File: src/rtl/lbu_pkg.sv
package lbu_pkg;

  typedef enum logic [1:0] {
    OP_STEP     = 2'b00,
    OP_LOOP     = 2'b01,
    OP_JUMP     = 2'b10,
    OP_STEP_ALT = 2'b11
  } opSel_e;

  typedef struct packed {
    logic issue;
    logic decCnt;
    logic loadCnt;
    logic condBranch;
    logic forceBranch;
  } lbuStrobe_t;

endpackage

File: src/rtl/lbu_ctrl.sv
module lbu_ctrl
  import lbu_pkg::*;
(
  input  logic       startValid,
  input  logic [1:0] opSel,
  input  logic       cntWrEn,
  output lbuStrobe_t strobes
);

  opSel_e opCode;
  logic   isLoop;

  assign opCode = opSel_e'(opSel);
  assign isLoop = startValid && (opCode == OP_LOOP);

  always_comb begin
    strobes             = '0;
    strobes.issue       = startValid;
    strobes.decCnt      = isLoop;
    strobes.condBranch  = isLoop;
    strobes.forceBranch = startValid && (opCode == OP_JUMP);
    // a loop in flight owns the counter; a simultaneous write is dropped
    strobes.loadCnt     = cntWrEn && !isLoop;
  end

endmodule

File: src/rtl/lbu_datapath.sv
module lbu_datapath
  import lbu_pkg::*;
#(
  parameter int ADDR_W = 32,
  parameter int CNT_W  = 32,
  parameter int OFS_W  = 8,
  parameter int LEN_W  = 4
) (
  input  logic              clk,
  input  logic              rstN,
  input  lbuStrobe_t        strobes,
  input  logic [ADDR_W-1:0] instAddr,
  input  logic [LEN_W-1:0]  instLen,
  input  logic [OFS_W-1:0]  relOffset,
  input  logic [CNT_W-1:0]  cntWrData,
  output logic [ADDR_W-1:0] nextPc,
  output logic              taken,
  output logic [CNT_W-1:0]  count,
  output logic              resultValid
);

  localparam int OFS_PAD = ADDR_W - OFS_W;
  localparam int LEN_PAD = ADDR_W - LEN_W;

  logic [ADDR_W-1:0] seqAddr;
  logic [ADDR_W-1:0] ofsExt;
  logic [ADDR_W-1:0] targetAddr;
  logic [CNT_W-1:0]  countQ;
  logic [CNT_W-1:0]  countDec;
  logic              loopGo;
  logic              branchNow;
  logic [ADDR_W-1:0] nextPcQ;
  logic              takenQ;
  logic              validQ;

  assign seqAddr    = instAddr + {{LEN_PAD{1'b0}}, instLen};
  assign ofsExt     = {{OFS_PAD{relOffset[OFS_W-1]}}, relOffset};
  assign targetAddr = seqAddr + ofsExt;

  assign countDec   = countQ - {{(CNT_W-1){1'b0}}, 1'b1};
  assign loopGo     = |countDec;
  assign branchNow  = strobes.forceBranch || (strobes.condBranch && loopGo);

  always_ff @(posedge clk) begin
    if (!rstN) begin
      countQ  <= '0;
      nextPcQ <= '0;
      takenQ  <= 1'b0;
      validQ  <= 1'b0;
    end else begin
      validQ <= strobes.issue;
      if (strobes.decCnt) begin
        countQ <= countDec;
      end else if (strobes.loadCnt) begin
        countQ <= cntWrData;
      end
      if (strobes.issue) begin
        takenQ  <= branchNow;
        nextPcQ <= branchNow ? targetAddr : seqAddr;
      end
    end
  end

  assign nextPc      = nextPcQ;
  assign taken       = takenQ;
  assign count       = countQ;
  assign resultValid = validQ;

endmodule

File: src/rtl/loop_branch_unit.sv
module loop_branch_unit
  import lbu_pkg::*;
#(
  parameter int ADDR_W = 32,
  parameter int CNT_W  = 32,
  parameter int OFS_W  = 8,
  parameter int LEN_W  = 4
) (
  input  logic              clk,
  input  logic              rstN,
  input  logic              startValid,
  input  logic [1:0]        opSel,
  input  logic [ADDR_W-1:0] instAddr,
  input  logic [LEN_W-1:0]  instLen,
  input  logic [OFS_W-1:0]  relOffset,
  input  logic              cntWrEn,
  input  logic [CNT_W-1:0]  cntWrData,
  output logic [ADDR_W-1:0] nextPc,
  output logic              taken,
  output logic [CNT_W-1:0]  count,
  output logic              resultValid
);

  lbuStrobe_t strobes;

  lbu_ctrl u_ctrl (
    .startValid (startValid),
    .opSel      (opSel),
    .cntWrEn    (cntWrEn),
    .strobes    (strobes)
  );

  lbu_datapath #(
    .ADDR_W (ADDR_W),
    .CNT_W  (CNT_W),
    .OFS_W  (OFS_W),
    .LEN_W  (LEN_W)
  ) u_dp (
    .clk         (clk),
    .rstN        (rstN),
    .strobes     (strobes),
    .instAddr    (instAddr),
    .instLen     (instLen),
    .relOffset   (relOffset),
    .cntWrData   (cntWrData),
    .nextPc      (nextPc),
    .taken       (taken),
    .count       (count),
    .resultValid (resultValid)
  );

endmodule

File: config.mk
export PLATFORM = sky130hd
export DESIGN_NAME = loop_branch_unit
export DESIGN_NICKNAME = d
export VERILOG_FILES = /design/src/rtl/lbu_pkg.sv /design/src/rtl/lbu_ctrl.sv /design/src/rtl/lbu_datapath.sv /design/src/rtl/loop_branch_unit.sv
export SDC_FILE = /design/constraint.sdc
export NUM_CORES = 1
export LEC_CHECK = 0
export BUFFER_PORTS_ARGS = -buffer_cell sky130_fd_sc_hd__buf_2
export CAP_MARGIN = 10
export CORE_ASPECT_RATIO = 0.9
export CORE_MARGIN = 10
export CORE_UTILIZATION = 55
export DETAILED_ROUTE_END_ITERATION = 16
export HOLD_SLACK_MARGIN = 0.08
export PLACE_DENSITY_LB_ADDON = 0.2
export SLEW_MARGIN = 20
export SYNTH_ARGS = -nofsm -noshare
export SYNTH_HDL_FRONTEND = slang
export SYNTH_SLANG_ARGS = --single-unit
export TNS_END_PERCENT = 50
File: constraint.sdc
create_clock -name clk -period 5.05 [get_ports clk]
set_input_delay 1.01 -clock clk [delete_from_list [all_inputs] [get_ports clk]]
set_output_delay 1.01 -clock clk [all_outputs]
set_load 0.03 [all_outputs]
# After elaboration in Yosys (flattened, before gate mapping)
# Cells that the tools add are included.
# word_totals
elab_cells	20
ff_bits	66
# classes
n_eq_ne	2
reduce_logical	8
n_mux	3
addsub	3
# op_table
op	n
two-way mux 32 bit	3
adder 32 bit	1
adder 32 x 4 -> 32 bit	1
OR reduction 32 bit	1
subtractor 32 x 1 -> 32 bit (second input constant)	1
logical AND 1 bit	4
== test 2 x 1 -> 1 bit (second input constant)	1
== test 2 bit (second input constant)	1
nonzero test 2 bit	1
zero test 1 bit	1
logical OR 1 bit	1

# Longest topological paths before layout
# Gate-level depths: netlist of the first run.
# logic_depth
word_depth	6
ltp_mapped	18
depth_no_buf	17

# Hierarchy
# Synthesis of the first run repeated with hierarchy kept, for this count alone.
# hier_totals
cells_unflattened	770
area_unflattened_um2	5749.3
# modules_own_cells
module	area_per_inst_um2	cells_each	instances	seq_area_each_um2
lbu_datapath	5701.7	763	1	1321.3
lbu_ctrl	47.5	7	1	0.0

# Worst setup path before layout of the first run
# No wires, ideal clock.
# synth_timing
path_kind	input-to-reg
startpoint	in instAddr[0]
endpoint	reg u_dp.nextPcQ[31], in the netlist u_dp.nextPc[31]
stages	16
path_slack_ns	0.377
arrival_time_ns	4.594
n_path_buf	1
required_ns	4.971
cell_sequence	ha_1 > fa_1 > a21o_1 > a21oi_1 > nor2_1 > xor2_1 > ha_1 > clkbuf_1 > inv_1 > or2_2 > a211oi_1 > o21ai_0 > o21bai_1 > o311ai_0 > or3_1 > o211ai_1
# synth_between
elab_chain_cells	3
# synth_lines
element	line_no	text
from (decl)	loop_branch_unit.sv:13	input logic [ADDR_W-1:0] instAddr,
adder 32 x 4 -> 32 bit *	lbu_datapath.sv:36	assign seqAddr = instAddr + {{LEN_PAD{1'b0}}, instLen};
adder 32 bit	lbu_datapath.sv:38	assign targetAddr = seqAddr + ofsExt;
two-way mux 32 bit *	lbu_datapath.sv:59	nextPcQ <= branchNow ? targetAddr : seqAddr;
to (signal assigned)	lbu_datapath.sv:59	
to (decl)	lbu_datapath.sv:32	logic [ADDR_W-1:0] nextPcQ;
# Mark *: on every way between the ends. The rest lies on a longest branch, timed or not.
# A chain may end at the register's enable or synchronous reset.

# Worst setup path after layout of the first run
# Ends and elaborated chain as after synthesis.

==> qor.csv, run 1 <==
stage;metric;value;unit
die;Starting Density;0.5599;
routing;DR DRC count;0;
worst_setup_path;critical path type;in -> reg;
worst_setup_path;Buf/Inv on CP;2;
final_layout;share of layout cells above drive strength 1;0.2129;
worst_setup_path;Worst R2R Path Depth;11;
final_layout;fin nets;1069;
synthesis;Post-Syn Area;6027;um^2
worst_setup_path;crit-path max FO;5;
sta;final setup vio count;0;
routing;first-pass detailed-route iteration total;6;
die;std cell rows;36;
worst_setup_path;Slowest cell on crit path;o311ai_0;
die;Die Span X;130.3;um
routing;via count;6930;
routing;Vias/cell;6.405;
global_route;vias in the first global route;6650;
worst_setup_path;crit end category;flop;
synthesis;Gate Count Post-Synth;813;
clock_network;Clk pin slew, worst setup/hold paths;60;ps
clock_network;post-CTS setup buffer count;0;
global_route;maximum number of pins on one net before global-route repair;54;
sta;fin crit share;0.9292;
synthesis;syn_area_per_cell;7.413;um^2
routing;initial detailed-routing violation count;886;
min_path;Hold Path End;u_dp.nextPc[14]$_SDFFE_PN0P_;
final_layout;final core occ;0.6676;
clock_network;CTS Buf Count;9;
worst_setup_path;R2R setup slack;1200;ps
sta;final hold vios;0;
synthesis;number of synthesized register bits;66;
pwr;PwrDens;280.0;nW/um^2
min_path;hold path depth;2;
die;Die H;119.3;um
pwr;worst vdd rail ir drop;0.2147;mV
sta;WHS;484.5;ps
clock_network;H-tree Lvls;3;
synthesis;Seq/Total Area, Yosys;0.2192;
routing;Routed WL;21220;um
synthesis;Top FF cell, synth;dfxtp_1;
global_route;antenna violations before repair;0;
worst_setup_path;cell family with most CP delay;compound AO/OA/AOI/OAI gates;
synthesis;library cells used by synthesis;70;
worst_setup_path;Worst EP arrival;4960;ps
worst_setup_path;critical path required time;5320;ps
global_route;GRT Total Usage;0.2656;
clock_network;clock insertion delay at the later pin of the skew report;350;ps
clock_network;clk buf depth;2;
routing;drt wl/cell;19.61;um
die;area of the core;10770;um^2
worst_setup_path;CP Launch Type;input pin;
place;gp weighted congestion;0.9969;
worst_setup_path;slowest cell delay on critical path;430;ps
place;Detail Placement HPWL;16080;um
sta;max-slew violation count;0;
global_route;first-pass GRT wire length;34090;um
synthesis;EDFF count, synth;0;
worst_setup_path;Reg2Reg Launch Point;u_dp.count[1]$_SDFFE_PN0P_;
die;die area;15550;um^2
clock_network;CTS tree;built;
synthesis;syn nets;937;
sta;Clock Skews;7.739;ps
worst_setup_path;worst path cell trace;buf_2, ha_1, fa_1, a21o_1, a21oi_1, buf_4, nor2_1, nand3_1, xnor2_1, ha_1, a211oi_1, o221ai_1, or3_1, o21ai_0, o21bai_1, o311ai_0, o311ai_0, o211ai_1;
worst_setup_path;worst reg2reg path endpoint;u_dp.nextPc[0]$_SDFFE_PN0P_;
final_layout;Area Growth Syn to Fin;19.24;%
global_route;total gr overflow;0;
clock_network;clk root buf;clkbuf_16;
sta;fmax;213.1;MHz
routing;Antenna Violating Nets Remaining;0;
final_layout;Inserted Diodes;0;
sta;worst-margin pin slew;830.6;ps
die;I/O pin cnt;148;
place;I/O Buffers;147;
synthesis;Async S/R FF share, synth;0;
sta;RSZ-0062 raised after global routing;false;
run;max cap viols;0;
min_path;Min-Delay Startpoint;u_dp.nextPc[14]$_SDFFE_PN0P_;
sta;Final min period;4692;ps
pwr;Lkg Pwr;3.087;nW
min_path;Min-Delay Path Class;reg -> reg;
synthesis;Yosys warnings;0;
sta;Worst slew margin;0.4463;
clock_network;Sink Count;66;
status;status;complete, no violations;
-- metrics by stage --
| stage | power [mW] | setup slack, ps | instance area [um^2] | std cells | setup TNS, ps |
|---|---|---|---|---|---|
| 2_1_floorplan | 1.131 | 376.8 | 6027 | 813 | 0 |
| 3_5_place_dp | 1.351 | -12.53 | 6879 | 1067 | -12.53 |
| 3_3_place_gp | 1.337 | 193.7 | 6879 | 1067 | 0 |
| 6_report | 2.013 | 357.7 | 7187 | 1082 | 0 |
| 4_1_cts | 2.008 | 342.2 | 7183 | 1082 | 0 |
| 5_1_grt | 2.115 | 27.60 | 7187 | 1082 | 0 |
-- worst max path at each step --
| stage | endpoint | from | slack (ps) | depth (start not counted) |
|---|---|---|---|---|
| 2_1_floorplan | u_dp.nextPc[31]$_SDFFE_PN0P_ | instAddr[0] | 380 | 16 |
| 3_3_place_gp | u_dp.nextPc[17]$_SDFFE_PN0P_ | instAddr[1] | 190 | 16 |
| 3_5_place_dp | u_dp.nextPc[31]$_SDFFE_PN0P_ | instAddr[1] | -10 | 16 |
| 4_1_cts | u_dp.nextPc[31]$_SDFFE_PN0P_ | instAddr[1] | 340 | 16 |
| 5_1_grt | u_dp.nextPc[31]$_SDFFE_PN0P_ | instAddr[1] | 30 | 16 |
| 6_report | u_dp.nextPc[31]$_SDFFE_PN0P_ | instAddr[0] | 360 | 18 |
-- sequential cells by signal, summed over array words and instances (netlist names) --
register          flops
u_dp.count           32
u_dp.nextPc          32
u_dp.resultValid      1
u_dp.taken            1
-- timing repair --
item                       in CTS  in global routing
gates resized for setup         0                  1
hold buffers                    0                  0
setup endpoints to repair       0                  1
-- tightest hold or removal path: cells and delay by family, from the launching register on --
family / cells / cell delay (ps)
flops: 1 / 320
simple gates: 1 / 70
compound gates: 1 / 60
-- power breakdown --
group / internal, mW / switching (mW) / leakage [nW]
Sequential: 0.562 / 0.0476 / 0.547
Clock: 0.406 / 0.249 / 0.148
Combinational: 0.281 / 0.466 / 2.39
Total: 1.25 / 0.763 / 3.09
-- layout by cell type (no fill, tap or decap), types with 4 or more instances in the layout --
cell type / count
inv_1: 21
buf_4: 23
nand4_1: 15
o21a_1: 10
a31oi_1: 23
o21ai_0: 78
nor2_1: 62
xor2_1: 15
nor4_1: 9
or4_1: 6
or2_2: 6
o21bai_1: 5
o211ai_1: 12
a311oi_1: 8
a221oi_1: 7
mux2i_1: 8
ha_1: 40
a211oi_1: 14
and3_1: 7
clkbuf_16: 9
nor2b_1: 7
dfxtp_1: 66
xnor2_1: 40
nor3_1: 29
a21o_1: 11
a21oi_1: 52
nand3_1: 38
and2_1: 8
or3_1: 11
nand2_1: 74
and4_1: 5
nand2b_1: 8
o31ai_1: 4
buf_2: 147
a222oi_1: 8
-- metal layers --
metal,vias up,part of all wire,track usage
met1,3246,0.43,0.3347
met2,310,0.46,0.4268
li1,3320,-,-
met5,-,0,0
met4,0,0.033,0.1042
met3,54,0.082,0.06297
-- cell families after synthesis --
logic type,count (synthesis),share of synthesized area
simple gates,301,0.2526
mux,10,0.01765
fa+ha+maj,42,0.08968
compound gates,267,0.2882
xor+xnor,55,0.07993
flops,66,0.2192
buf+inv,72,0.05273
-- synthesized netlist by cell type (11+ instances only) --
cell	instances	area, um^2
ha_1	40	500.5
xnor2_1	40	350.3
xor2_1	15	131.4
or3_1	11	68.82
a21oi_1	53	265.3
o21ai_0	78	390.4
a31oi_1	23	143.9
clkbuf_1	40	150.1
inv_1	21	78.83
nand3_1	38	190.2
o211ai_1	12	90.09
nor2_1	62	232.7
nor3_1	29	145.1
a211oi_1	14	105.1
dfxtp_1	66	1321
nand2_1	74	277.8
nand4_1	15	93.84
a21o_1	11	82.58
-- cell type report --
| class | count | area (um^2) |
|---|---|---|
| inverters | 23 | 86.33 |
| multi-input cells | 675 | 4400 |
| clock buffers | 11 | 252.7 |
| clock inverters | 4 | 51.30 |
| repair buffers | 170 | 908.4 |
| fillers | 957 | 3578 |
| well taps | 133 | 166.4 |
| flip-flops and latches | 66 | 1321 |
Power figures use the tool's default switching activity.
==> run 2: changes to the inputs <==
- CORE_UTILIZATION: 55 -> 38
==> qor.csv, run 2 (synthesis results as in run 1) <==
stage;metric;value;unit;change
status;status;complete, no violations;;
sta;Final min period;4564;ps;-128.0 ps
die;area of the core;15490;um^2;+44%
routing;Routed WL;20800;um;-2.0%
final_layout;final core occ;0.4683;;-0.1993
worst_setup_path;critical path required time;5290;ps;-30 ps
sta;max-slew violation count;0;;unchanged
pwr;power share of the clock group;0.346;;+0.021
sta;fmax;219.1;MHz;+2.8%
final_layout;most common cell after layout, fill and taps aside;buf_2;;
die;I/O pin cnt;148;;unchanged
global_route;GRT Total Usage;0.1872;;-0.07841
clock_network;clk root buf;clkbuf_16;;
clock_network;clk buf depth;2;;unchanged
sta;final setup vio count;0;;unchanged
global_route;antenna violations before repair;0;;unchanged
place;Detail Placement HPWL;15500;um;-3.6%
final_layout;Area Growth Syn to Fin;20.39;%;
clock_network;H-tree Lvls;3;;unchanged
routing;drt wl/cell;18.15;um;-7.5%
pwr;combinational share of power;0.356;;-0.015
sta;Worst slew margin;0.4030;;-0.04322
clock_network;Hold Buf Count CTS;0;;unchanged
die;Die Span X;152.8;um;+17%
global_route;maximum number of pins on one net before global-route repair;55;;+1.9%
min_path;hold path depth;2;;unchanged
place;Setup WS pre-CTS;190.4;ps;+202.9 ps
routing;via count;6537;;-5.7%
pwr;Lkg Pwr;3.069;nW;-0.57%
die;Die H;139.5;um;+17%
sta;final worst setup slack;485.7;ps;+128.0 ps
clock_network;clock insertion delay at the later pin of the skew report;350;ps;about the same
clock_network;CTS resizes;0;;unchanged
pwr;worst vdd rail ir drop;0.1836;mV;-14%
die;std cell rows;43;;+19%
clock_network;CTS Buf Count;9;;unchanged
final_layout;share of layout cells above drive strength 1;0.2087;;-0.004169
pwr;Reg power frac;0.297;;-0.006
sta;RSZ-0062 raised after global routing;false;;
sta;Fin Setup TNS;0;ps;unchanged
clock_network;Sink Count;66;;unchanged
worst_setup_path;crit-path max FO;7;;+2
global_route;first-pass GRT wire length;33780;um;-0.89%
final_layout;commonest cells after routing, fill and taps aside;147 x buf_2, 78 x o21ai_0, 74 x nand2_1, 66 x dfxtp_1, 62 x nor2_1;;
final_layout;fin nets;1063;;-0.56%
sta;worst-margin pin slew;888.6;ps;+57.99 ps
run;max cap viols;0;;unchanged
pwr;PwrDens;281.7;nW/um^2;+0.61%
routing;first-pass detailed-route iteration total;5;;-1
sta;Clock Skews;7.976;ps;+0.2367 ps
global_route;total gr overflow;0;;unchanged
final_layout;Inserted Diodes;0;;unchanged
die;Starting Density;0.3890;;-0.1709
worst_setup_path;crit end category;flop;;
pwr;P_sw;760.3;uW;-0.30%
min_path;Min-Delay Path Class;reg -> reg;;
routing;DR DRC count;0;;unchanged
die;die area;21300;um^2;+37%
pwr;Net Sw Frac;0.3719;;-0.007001
worst_setup_path;Worst R2R Path Depth;11;;unchanged
worst_setup_path;Worst EP arrival;4800;ps;-160 ps
final_layout;Filler cells;1616;;+69%
clock_network;CTS tree;built;;
pwr;internal power;1.284;mW;+2.7%
place;I/O Buffers;147;;unchanged
routing;Antenna Violating Nets Remaining;0;;unchanged
global_route;vias in the first global route;6459;;-2.9%
worst_setup_path;critical path type;in -> reg;;
clock_network;post-CTS setup buffer count;0;;unchanged
routing;Vias/cell;5.704;;-11%
sta;fin crit share;0.9038;;-0.02535
worst_setup_path;CP Launch Type;input pin;;
place;gp weighted congestion;0.8957;;-10%
sta;final hold vios;0;;unchanged
clock_network;Clk pin slew, worst setup/hold paths;60;ps;about the same
routing;initial detailed-routing violation count;494;;-44%
[run 2: changes by cell type in the layout (fill, tap and decap cells not counted), sizes merged]
cell    change
clkbuf      -1
clkinv      +1
buf         -6
bufinv      +1
[run 2: power groups by stage]
stage,Combinational (mW),Clock (mW),Sequential (mW)
global placement,0.724,0,0.617
detailed placement,0.724,0,0.618
CTS,0.729,0.724,0.607
global route,0.808,0.741,0.614
finish,0.728,0.708,0.608
floorplan,0.449,0,0.682
[run 2: cell type report]
class	instances	area, um^2	area share
clock inverters	6	90.09	0.01242
multi-input cells	675	4403	0.6068
clock buffers	10	239.0	0.03294
well taps	202	252.7	0.03483
repair buffers	164	863.3	0.1190
inverters	23	86.33	0.01190
flip-flops and latches	66	1321	0.1821
[run 2: path summary, 6_finish.rpt]
check / end / slack, ps / from
max reg2reg: u_dp.nextPc[12]$_SDFFE_PN0P_ / 1360 / u_dp.count[0]$_SDFFE_PN0P_
min reg2reg: u_dp.nextPc[2]$_SDFFE_PN0P_ / 480 / u_dp.nextPc[2]$_SDFFE_PN0P_
max: u_dp.nextPc[29]$_SDFFE_PN0P_ / 490 / instAddr[0]
min: u_dp.nextPc[2]$_SDFFE_PN0P_ / 480 / u_dp.nextPc[2]$_SDFFE_PN0P_
[run 2: worst max-delay path: stages]
cell      delay, ps
buf_2           100
ha_1            220
fa_1            410
a21o_1          170
a21oi_1         140
buf_4           160
nor3_1           80
and4_1          220
xnor2_1         190
inv_1            70
ha_1            370
a21oi_1         180
o221ai_1        150
a21o_1          240
a221oi_1        390
a21oi_1         150
or4_1           400
nand3_1         100
a21oi_1          60
[run 2: through the flow]
stage | instances | area, um^2 | power [mW] | hold slack [ps]
6_report | 1146 | 7256 | 2.044 | 480.9
5_1_grt | 1146 | 7256 | 2.163 | 532.4
4_1_cts | 1146 | 7256 | 2.060 | 485.4
3_5_place_dp | 1130 | 6927 | 1.342 | 471.7
3_3_place_gp | 1130 | 6927 | 1.341 | 459.5
2_1_floorplan | 813 | 6027 | 1.131 | 603.9
[run 2: layer usage]
metal / vias to the layer above / routed length, um / global-route usage
li1: 3298 / - / -
met1: 3048 / 9239 / 0.2340
met2: 177 / 10240 / 0.3200
met3: 14 / 1114 / 0.03913
met4: 0 / 204 / 0.04614
met5: - / 0 / 0
